**src/rtl/t1pll_pkg.sv**
```systemverilog
package t1pll_pkg;
  // Strobes from the phase control to the counter datapath
  typedef struct packed {
    logic align;    // first reference edge: load frame position 1
    logic hold;     // lengthen current divide-by-8 period
    logic skip;     // shorten current divide-by-8 period
    logic extTick;  // sampled rising edge of the external clock
    logic divMode;  // plain divider mode active
    logic divWide;  // divider ratio select: wide (1) or narrow (0)
  } pllStrobe_t;
endpackage

```
**src/rtl/t1pll_ctrl.sv**
```systemverilog
module t1pll_ctrl
  import t1pll_pkg::*;
#(
  parameter int MASTER_DIV = 8,
  parameter int FRAME_DIV  = 193,
  parameter int WINDOW     = 4,
  localparam int CYC_W  = $clog2(MASTER_DIV),
  localparam int BIT_W  = $clog2(FRAME_DIV)
) (
  input  logic             clk,
  input  logic             rst,
  input  logic             framePulseIn,
  input  logic             extClkIn,
  input  logic [1:0]       modeSel,
  input  logic [CYC_W-1:0] cycCnt,
  input  logic [BIT_W-1:0] bitCnt,
  output pllStrobe_t       strobe
);
  localparam int TOTAL   = MASTER_DIV * FRAME_DIV;
  localparam int POS_W   = $clog2(TOTAL);
  localparam int HALF_T  = TOTAL / 2;
  localparam int LO_EDGE = WINDOW / 2;
  localparam int HI_EDGE = TOTAL - (WINDOW - LO_EDGE);

  logic refD, extD, aligned;
  logic refFall, normalMode, aheadZone, behindZone;
  logic [POS_W-1:0] framePos;

  always_comb begin
    framePos   = POS_W'(bitCnt) * POS_W'(MASTER_DIV) + POS_W'(cycCnt);
    refFall    = refD & ~framePulseIn;
    normalMode = ~modeSel[1];
    aheadZone  = (framePos >= POS_W'(LO_EDGE)) && (framePos < POS_W'(HALF_T));
    behindZone = (framePos >= POS_W'(HALF_T)) && (framePos < POS_W'(HI_EDGE));
    strobe.align   = normalMode & refFall & ~aligned;
    strobe.hold    = normalMode & refFall & aligned & aheadZone;
    strobe.skip    = normalMode & refFall & aligned & behindZone;
    strobe.extTick = extClkIn & ~extD;
    strobe.divMode = modeSel[1];
    strobe.divWide = modeSel[0];
  end

  always_ff @(posedge clk) begin
    if (rst) begin
      refD    <= 1'b0;
      extD    <= 1'b0;
      aligned <= 1'b0;
    end else begin
      refD <= framePulseIn;
      extD <= extClkIn;
      if (strobe.align) aligned <= 1'b1;
    end
  end


  div_no_corr_chk: assert property (@(posedge clk) disable iff (rst)
    modeSel[1] |-> !(strobe.hold || strobe.skip || strobe.align));

  align_once_chk: assert property (@(posedge clk) disable iff (rst)
    strobe.align |=> !strobe.align && aligned);

  window_quiet_chk: assert property (@(posedge clk) disable iff (rst)
    (refFall && aligned && (framePos < POS_W'(LO_EDGE) || framePos >= POS_W'(HI_EDGE)))
      |-> !(strobe.hold || strobe.skip));
endmodule

```
**src/rtl/t1pll_datapath.sv**
```systemverilog
module t1pll_datapath
  import t1pll_pkg::*;
#(
  parameter int MASTER_DIV = 8,
  parameter int FRAME_DIV  = 193,
  parameter int DIV_NARROW = 193,
  parameter int DIV_WIDE   = 256,
  localparam int CYC_W = $clog2(MASTER_DIV),
  localparam int BIT_W = $clog2(FRAME_DIV)
) (
  input  logic             clk,
  input  logic             rst,
  input  pllStrobe_t       strobe,
  output logic [CYC_W-1:0] cycCnt,
  output logic [BIT_W-1:0] bitCnt,
  output logic             t1ClkOut,
  output logic             frame8kOut
);
  localparam int DIV_W = $clog2(DIV_WIDE);
  localparam int SUM_W = CYC_W + 1;

  logic [SUM_W-1:0] cycSum;
  logic             cycWrap;
  logic [CYC_W-1:0] cycNext;
  logic [BIT_W-1:0] bitNext;
  logic [DIV_W-1:0] divCnt, divLimit, divHalf;

  always_comb begin
    cycSum  = {1'b0, cycCnt} + (strobe.skip ? SUM_W'(2) : SUM_W'(1));
    cycWrap = cycSum >= SUM_W'(MASTER_DIV);
    cycNext = cycWrap ? CYC_W'(cycSum - SUM_W'(MASTER_DIV)) : CYC_W'(cycSum);
    if (!cycWrap)                              bitNext = bitCnt;
    else if (bitCnt == BIT_W'(FRAME_DIV - 1))  bitNext = '0;
    else                                       bitNext = bitCnt + 1'b1;
    divLimit = strobe.divWide ? DIV_W'(DIV_WIDE - 1) : DIV_W'(DIV_NARROW - 1);
    divHalf  = strobe.divWide ? DIV_W'((DIV_WIDE + 1) / 2) : DIV_W'((DIV_NARROW + 1) / 2);
  end

  always_ff @(posedge clk) begin
    if (rst) begin
      cycCnt <= '0;
      bitCnt <= '0;
    end else if (strobe.align) begin
      cycCnt <= CYC_W'(1);
      bitCnt <= '0;
    end else if (!strobe.hold) begin
      cycCnt <= cycNext;
      bitCnt <= bitNext;
    end
  end

  always_ff @(posedge clk) begin
    if (rst || !strobe.divMode)  divCnt <= '0;
    else if (strobe.extTick)     divCnt <= (divCnt >= divLimit) ? '0 : divCnt + 1'b1;
  end

  assign t1ClkOut   = cycCnt < CYC_W'(MASTER_DIV / 2);
  assign frame8kOut = strobe.divMode ? (divCnt >= divHalf)
                                     : (bitCnt >= BIT_W'((FRAME_DIV + 1) / 2));


  hold_freeze_chk: assert property (@(posedge clk) disable iff (rst)
    strobe.hold |=> $stable(cycCnt) && $stable(bitCnt));

  skip_step_chk: assert property (@(posedge clk) disable iff (rst)
    (strobe.skip && cycCnt < CYC_W'(MASTER_DIV - 2)) |=> cycCnt == $past(cycCnt) + CYC_W'(2));

  align_phase_chk: assert property (@(posedge clk) disable iff (rst)
    strobe.align |=> (cycCnt == CYC_W'(1)) && (bitCnt == '0));

  div_idle_chk: assert property (@(posedge clk) disable iff (rst)
    !strobe.divMode |=> divCnt == '0);

  frame_wrap_chk: assert property (@(posedge clk) disable iff (rst)
    (cycCnt == CYC_W'(MASTER_DIV - 1) && bitCnt == BIT_W'(FRAME_DIV - 1)
      && !strobe.hold && !strobe.skip && !strobe.align) |=> (cycCnt == '0 && bitCnt == '0));
endmodule

```
**src/rtl/t1_frame_pll.sv**
```systemverilog
module t1_frame_pll
  import t1pll_pkg::*;
#(
  parameter int MASTER_DIV = 8,
  parameter int FRAME_DIV  = 193,
  parameter int WINDOW     = 4,
  parameter int DIV_NARROW = 193,
  parameter int DIV_WIDE   = 256
) (
  input  logic       clk,
  input  logic       rst,
  input  logic       framePulseIn,
  input  logic       extClkIn,
  input  logic [1:0] modeSel,
  output logic       t1ClkOut,
  output logic       frame8kOut
);
  localparam int CYC_W = $clog2(MASTER_DIV);
  localparam int BIT_W = $clog2(FRAME_DIV);

  pllStrobe_t       strobe;
  logic [CYC_W-1:0] cycCnt;
  logic [BIT_W-1:0] bitCnt;

  t1pll_ctrl #(
    .MASTER_DIV(MASTER_DIV), .FRAME_DIV(FRAME_DIV), .WINDOW(WINDOW)
  ) u_ctrl (
    .clk(clk), .rst(rst), .framePulseIn(framePulseIn), .extClkIn(extClkIn),
    .modeSel(modeSel), .cycCnt(cycCnt), .bitCnt(bitCnt), .strobe(strobe)
  );

  t1pll_datapath #(
    .MASTER_DIV(MASTER_DIV), .FRAME_DIV(FRAME_DIV),
    .DIV_NARROW(DIV_NARROW), .DIV_WIDE(DIV_WIDE)
  ) u_datapath (
    .clk(clk), .rst(rst), .strobe(strobe), .cycCnt(cycCnt), .bitCnt(bitCnt),
    .t1ClkOut(t1ClkOut), .frame8kOut(frame8kOut)
  );
endmodule

```
**config.mk**
```make
export PLATFORM = sky130hd
export DESIGN_NAME = t1_frame_pll
export DESIGN_NICKNAME = d
export VERILOG_FILES = /design/src/rtl/t1pll_pkg.sv /design/src/rtl/t1pll_ctrl.sv /design/src/rtl/t1pll_datapath.sv /design/src/rtl/t1_frame_pll.sv
export SDC_FILE = /design/constraint.sdc
export NUM_CORES = 1
export LEC_CHECK = 0
export ABC_AREA = 1
export BUFFER_PORTS_ARGS = -buffer_cell sky130_fd_sc_hd__buf_2
export CAP_MARGIN = 20
export CORE_UTILIZATION = 47
export CTS_CLUSTER_SIZE = 12
export DETAILED_ROUTE_END_ITERATION = 8
export GPL_TIMING_DRIVEN = 0
export PLACE_DENSITY_LB_ADDON = 0.15
export SETUP_SLACK_MARGIN = 0.05
export SLEW_MARGIN = 20
export SYNTH_ARGS = -nofsm -noshare
export SYNTH_HDL_FRONTEND = slang
export SYNTH_SLANG_ARGS = --single-unit
```
**constraint.sdc**
```tcl
create_clock -name clk -period 2.6 [get_ports clk]
set_input_delay 0.26 -clock clk [delete_from_list [all_inputs] [get_ports clk]]
set_output_delay 0.26 -clock clk [all_outputs]
set_load 0.05 [all_outputs]
```
==> flow_summary.toml, run 1 <==
[synth]
syn_inst = 231
synth.top_cell.area_share = 0.276
syn_area_per_cell_sq_um = 6.91
ys_warn_count = 0
synth-compound-area-share = 0.0933
synthSimpleGateAreaFrac = 0.347
yosysUniqueCellTypes = 31
synth_top_cells_by_area = "dfxtp_1 28%, ha_1 13%, nand2_1 11%, inv_1 7.3%, nor2_1 7.3%"
synth_top_family_by_area = "simple AND/OR/NAND/NOR gates"
yosys.area.top_type = "dfxtp_1"
synth_xor_area_frac = 0.0439
synth_area_sq_um = 1600
muxShareOfSynthArea = 0
synth_sequential_area_ratio = 0.276
synth_nets = 255
synthAdderAreaFrac = 0.146
ys_ff_latch = 22

[critical_path]
worst_setup_path_end_kind = "register"
path_max_fanout = 9
path_class = "reg -> reg"
startpoint_type = "register"
arrival_ps = 2500
cp_data_required_time_ps = 2850

[layout]
syn_to_final_growth_pct = 7.06
nFillCells = 324
num_antenna_cells = 0
fin_cells = 285
drive_gt1_frac = 0.116
layout.nets = 267

[sta]
rsz0062_at_grt = "no"
fin_crit_sh = 0.864
skew_ps = 4.11
slew_headroom = 0.768
setup_tns_ps = 0
hold_viol = 0
setup_viol = 0
fmax_ghz = 0.445
drv_slew = 0
finalCriticalPeriod_ps = 2250
tightest_slew_ps = 347

[grt]
first_global_vias = 1281
grtUsageMet2 = 0.333
grt_usage = 0.191
grt_antenna_before_repair = 0
grt_max_degree = 12
grt.busiest_layer = "met2"
grt_pass1_wl_mm = 5.26
grt.overflow.total = 0
use_met3 = 0.0195
grtUsageMet1 = 0.241

[route]
drt_wl_total_mm = 2.98
via_per_inst = 4.93
drc = 0
antenna_left = 0
vias = 1405
wl_per_cell_um = 10.5
drt_pass1_iterations = 4
initialDrtViolationCount = 59

[placement]
io_buffers = 7
routabilityCongestion = 0.828
place_inst = 282
dp_hpwl_mm = 2.31

[clocking]
htreeDepth = 1
cts.repair.resized = 0
cts-root-buf = "clkbuf_4"
clock_latency_ps = 310
cts_tree = "built"
cts_hold_buf = 0
clkSlewWorstSetupHoldPaths_ps = 120
cts.sinks = 22
clk_path_buf_depth = 2
numCtsBuffers = 3
postCtsSetupRepairBufs = 0

[power]
ir_drop_mv = 0.175
p_per_area_nw_per_um2 = 338
leakagePower_uw = 0.000786
p_total_uw = 577

[floorplanning]
io_pins = 8
num_rows = 20
initial_utilization = 0.510
core_region_area_sq_um = 3130
dieArea_sq_um = 3630
die_x_um = 60.3
die_y_um = 60.3

[run]
max-cap-violations = 0

[min_path]
min_path_type = "in -> reg"

[status]
status = "finished clean"
==> sequential cells by signal, indices dropped and copies added, names as in the netlist <==
name	flops
u_ctrl.aligned	1
u_datapath.cycCnt	3
u_datapath.bitCnt	8
u_ctrl.extD	1
u_datapath.divCnt	8
u_ctrl.refD	1
==> cells in the mapped netlist <==
cell type   n
a21oi_1    15
a21oi_2     2
a31oi_1     1
buf_2       2
buf_8       1
clkinv_1    1
dfxtp_1    22
fa_1        1
ha_1       17
inv_1      31
inv_2       1
nand2_1    48
nand2_2     1
nand2_4     2
nand3_1    21
nand3_2     1
nand3b_1    1
nand4_1     6
nor2_1     31
nor2_2      4
nor2_4      1
nor3_1      2
nor3_2      1
nor4_1      1
o2111ai_1   1
o21ai_0     5
o21ai_2     1
o21bai_1    1
or2_2       1
xnor2_1     4
xor2_1      4
==> layout by cell type, fill, tap and decap left out <==
master | netlist | layout
nor4_1 | 1 | 1
buf_8 | 1 | 1
ha_1 | 17 | 17
xor2_1 | 4 | 4
o21ai_0 | 5 | 5
nand2_4 | 2 | 2
a21oi_2 | 2 | 2
nand3b_1 | 1 | 1
o21bai_1 | 1 | 1
clkbuf_4 | 0 | 3
nor3_1 | 2 | 2
nand2_2 | 1 | 1
clkinv_1 | 1 | 1
nor2_2 | 4 | 4
nor2_1 | 31 | 31
inv_1 | 31 | 31
fa_1 | 1 | 1
o21ai_2 | 1 | 1
o2111ai_1 | 1 | 1
a31oi_1 | 1 | 1
nand2_1 | 48 | 48
xnor2_1 | 4 | 4
a21oi_1 | 15 | 15
dfxtp_1 | 22 | 22
nor2_4 | 1 | 1
or2_2 | 1 | 1
inv_2 | 1 | 1
nand3_1 | 21 | 21
nor3_2 | 1 | 1
buf_2 | 2 | 9
nand3_2 | 1 | 1
nand4_1 | 6 | 6
==> power by group <==
group	switching [uW]	internal, uW
logic	43.4	24.2
clock network	103	54.2
registers	7.57	345
total	154	423
==> critical path: stages (launching register included) <==
cell and delay (ps):
dfxtp_1 440, inv_1 90, ha_1 230, nand3_1 110, nor2_2 40, nor2_2 170, inv_1 60, nand2_1 100
inv_1 80, ha_1 270, nand3_1 100, nand2_2 150, nand2_4 160, nand2_1 60, a21oi_1 120
==> worst paths after layout <==
kind | from | cells past startpoint | slack (ps) | endpoint
worst max-delay path | u_datapath.bitCnt[0] | 14 | 350 | u_datapath.bitCnt[2]
worst min-delay path | framePulseIn | 3 | 170 | u_ctrl.refD
worst max register to register | u_datapath.bitCnt[0] | 14 | 350 | u_datapath.bitCnt[2]
worst min register to register | u_datapath.cycCnt[0] | 2 | 480 | u_datapath.cycCnt[0]
==> through the flow <==
step / hold slack [ps] / cell area [sq um] / setup slack [ps] / util
after floorplan: 329 / 1600 / 643 / -
after global placement: 457 / 1690 / 416 / 0.539
after detailed placement: 464 / 1690 / 378 / 0.539
after CTS: 155 / 1710 / 341 / 0.546
after global routing: 164 / 1710 / 94.6 / 0.546
final: 167 / 1710 / 353 / 0.546
==> area by class of cell <==
type	instances	area, sq um	share of cell area
inverter	33	124	0.0725
clock buffer	3	22.5	0.0132
sequential	22	440	0.258
buffer	3	25.0	0.0147
timing repair buffer	7	35.0	0.0205
tap	44	55.1	0.0322
multi-input combinational	173	1010	0.589
==> layer usage <==
metal  wire [um]  vias to the layer above
li1            -                      771
met1        1520                      615
met2        1350                       14
met3          63                        5
met4          48                        0
met5           0                        -
==> cell families (layout without fill, tap and decap cells) <==
kind of cell	count (synthesis)	count (layout)
simple gates	121	121
xor+xnor	8	8
fa+ha+maj	18	18
compound gates	26	26
flops	22	22
buf+inv	36	46
(Power assumes the default switching activity.)
==> inputs of run 2 (changes only) <==
- ABC_AREA: 1 -> not set
- CORE_UTILIZATION: 47 -> 59
==> flow_summary.toml, run 2 <==
[status]
status = "complete, but fails checks"
violations = "negative setup slack"

[placement]
routabilityCongestion = 0.847
place_inst = 200
place_worst_setup_slack_ps = -297
io_buffers = 7
dp_hpwl_mm = 2.14

[critical_path]
arrival_ps = 2990
cp.depth = 14
slowest_stage = "or3b_4"
path_max_fanout = 6
critical-path-max-stage-delay_ps = 390
worst_setup_path_end_kind = "register"
crit_chain = "inv_2 > ha_4 > or3b_4 > nor4_4 > and3_1 > or3_4 > inv_4 > ha_4 > a21oi_2 > nor2_2 > o41ai_4 > buf_6 > or3_1 > a21oi_2"
path_class = "reg -> reg"
critPathTopFamily = "simple AND/OR/NAND/NOR gates"
startpoint_type = "register"
cp_num_buf_inv = 3
reg2reg_depth = 14
cp_data_required_time_ps = 2840

[grt]
grt_max_degree = 13
grt_usage = 0.265
grt_pass1_wl_mm = 5.15
first_global_vias = 1169
grt.overflow.total = 0
grt_antenna_before_repair = 0

[synth]
ys_ff_latch = 22
yosysUniqueCellTypes = 37
synth_nets = 189
post-synth-top-count-cell = "dfxtp_1"
synth_sequential_area_ratio = 0.313
async_flop_share = 0
synthTopCellsByCount = "22 x dfxtp_1, 19 x nor2_1, 17 x ha_1, 11 x a21oi_1, 11 x inv_1"
syn_inst = 165
yosys.area.top_type = "dfxtp_1"
synth_flop_cell = "dfxtp_1"
ys_warn_count = 0
synth_edf_count = 0
synth_top_cells_by_area = "dfxtp_1 31%, ha_1 15%, nor2_1 5.1%, a21oi_1 3.9%, xor2_1 3.7%"
syn_area_per_cell_sq_um = 8.54
synth_area_sq_um = 1410
synth.top_cell.area_share = 0.313

[floorplanning]
core_region_area_sq_um = 2230
initial_utilization = 0.631
die_x_um = 50.9
dieArea_sq_um = 2590
io_pins = 8
num_rows = 17
die_y_um = 50.9

[layout]
regArea_sq_um = 445
nFillCells = 160
fin_cells = 213
drive_gt1_frac = 0.286
final_cell_mix = "20 x dfxtp_1, 18 x nor2_1, 14 x ha_1, 10 x nand2_1, 9 x buf_4"
layout.nets = 210
num_antenna_cells = 0
syn_to_final_growth_pct = 21.5
top_regs = "u_datapath.bitCnt (8), u_datapath.divCnt (8), u_datapath.cycCnt (3)"
mostFrequentLayoutCell = "dfxtp_1"
multiInputGateArea_sq_um = 1020

[sta]
rsz0062_at_grt = "yes"
hold_viol = 0
tightest_slew_ps = 733
setup_viol = 7
skew_ps = 10.4
fin_crit_sh = 1.06
slew_headroom = 0.511
drv_slew = 0
setup_tns_ps = -812
hold_ws_ps = 189
setup_slack_ps = -155
finalCriticalPeriod_ps = 2750
fmax_ghz = 0.363

[power]
p_sw_frac = 0.266
p_seq_frac = 0.561
ir_drop_mv = 0.511
p_switching_uw = 169
leakagePower_uw = 0.000655
clock_power_share = 0.300
p_comb_frac = 0.139
cell_internal_pwr_uw = 466
p_per_area_nw_per_um2 = 371

[route]
antenna_left = 0
drc = 0
via_per_inst = 5.93
wl_per_cell_um = 14.5
drt_wl_total_mm = 3.08
vias = 1264
drt_pass1_iterations = 4
initialDrtViolationCount = 19

[clocking]
clkSlewWorstSetupHoldPaths_ps = 130
clk_path_buf_depth = 2
cts_hold_buf = 0
cts_tree = "built"
clock_latency_ps = 300
numCtsBuffers = 3
cts-root-buf = "clkbuf_4"
cts.sinks = 22
htreeDepth = 1

[min_path]
min_path_type = "in -> reg"
holdPathStages = 2

[run]
max-cap-violations = 0
-- run 2: changes by cell type after synthesis, moves of 4 or more --
| cell | delta |
|---|---|
| nand2_1 | -38 |
| nor2_2 | -4 |
| nand3_1 | -14 |
| nor2b_1 | +6 |
| a21oi_1 | -4 |
| nor2_1 | -12 |
| nand4_1 | -4 |
| inv_1 | -20 |
-- run 2: stage by stage --
| stage | util | total power (uW) | area [sq um] |
|---|---|---|---|
| final | 0.766 | 635 | 1710 |
| after global routing | 0.766 | 662 | 1710 |
| after CTS | 0.748 | 636 | 1670 |
| after detailed placement | 0.687 | 448 | 1540 |
| after global placement | 0.687 | 442 | 1540 |
| after floorplan | - | 423 | 1470 |
-- run 2: timing repair --
item / in CTS / in global routing
buffers inserted: 8 / 2
setup endpoints to repair: 10 / 10
gates resized for setup: 10 / 10
pin swaps: 11 / 10
-- run 2: path summary, 6_finish.rpt --
path	from	endpoint	slack, ps
hold reg to reg	u_ctrl.aligned	u_ctrl.aligned	520
hold / removal	framePulseIn	u_ctrl.refD	190
setup reg to reg	u_datapath.bitCnt[1]	u_datapath.bitCnt[0]	-150
setup / recovery	u_datapath.bitCnt[1]	u_datapath.bitCnt[0]	-150
-- run 2: kinds of logic (layout without fill, tap and decap cells) --
family,after synthesis,in the layout,synth area share
AND/OR/NAND/NOR,68,68,0.261
AO/OA/AOI/OAI,32,32,0.152
flip-flops,22,22,0.313
adder cells (fa/ha/maj),18,18,0.165
buffers and inverters,15,35,0.0453
XOR/XNOR,8,8,0.0497
multiplexers,2,2,0.0142
-- run 2: power by group through the flow --
stage | clock network [uW] | logic (uW) | registers, uW
finish | 191 | 88.2 | 356
global route | 206 | 98.9 | 358
detailed placement | 0 | 83.8 | 365
CTS | 194 | 86.2 | 356
floorplan | 0 | 61.5 | 362
global placement | 0 | 77.9 | 364
-- run 2: worst register-to-register path: cells and delay by family, from the launching register on --
family | cells | cell delay [ps]
buffers and inverters | 3 | 290
adder cells (fa/ha/maj) | 2 | 380
AO/OA/AOI/OAI | 3 | 310
flip-flops | 1 | 360
AND/OR/NAND/NOR | 6 | 1360
-- run 2: metal layers --
metal	vias up	wire (um)	global-route usage
met4	0	34	0.0880
met2	17	1560	0.462
li1	631	-	-
met1	612	1430	0.338
met3	4	56	0.0327
met5	-	0	0
-- run 2: area by class of cell --
class | count | share of cell area
Timing Repair Buffer | 17 | 0.0665
Multi-Input combinational cell | 128 | 0.594
Inverter | 11 | 0.0270
Sequential cell | 22 | 0.260
Buffer | 3 | 0.0110
Clock buffer | 4 | 0.0212
Tap cell | 28 | 0.0205
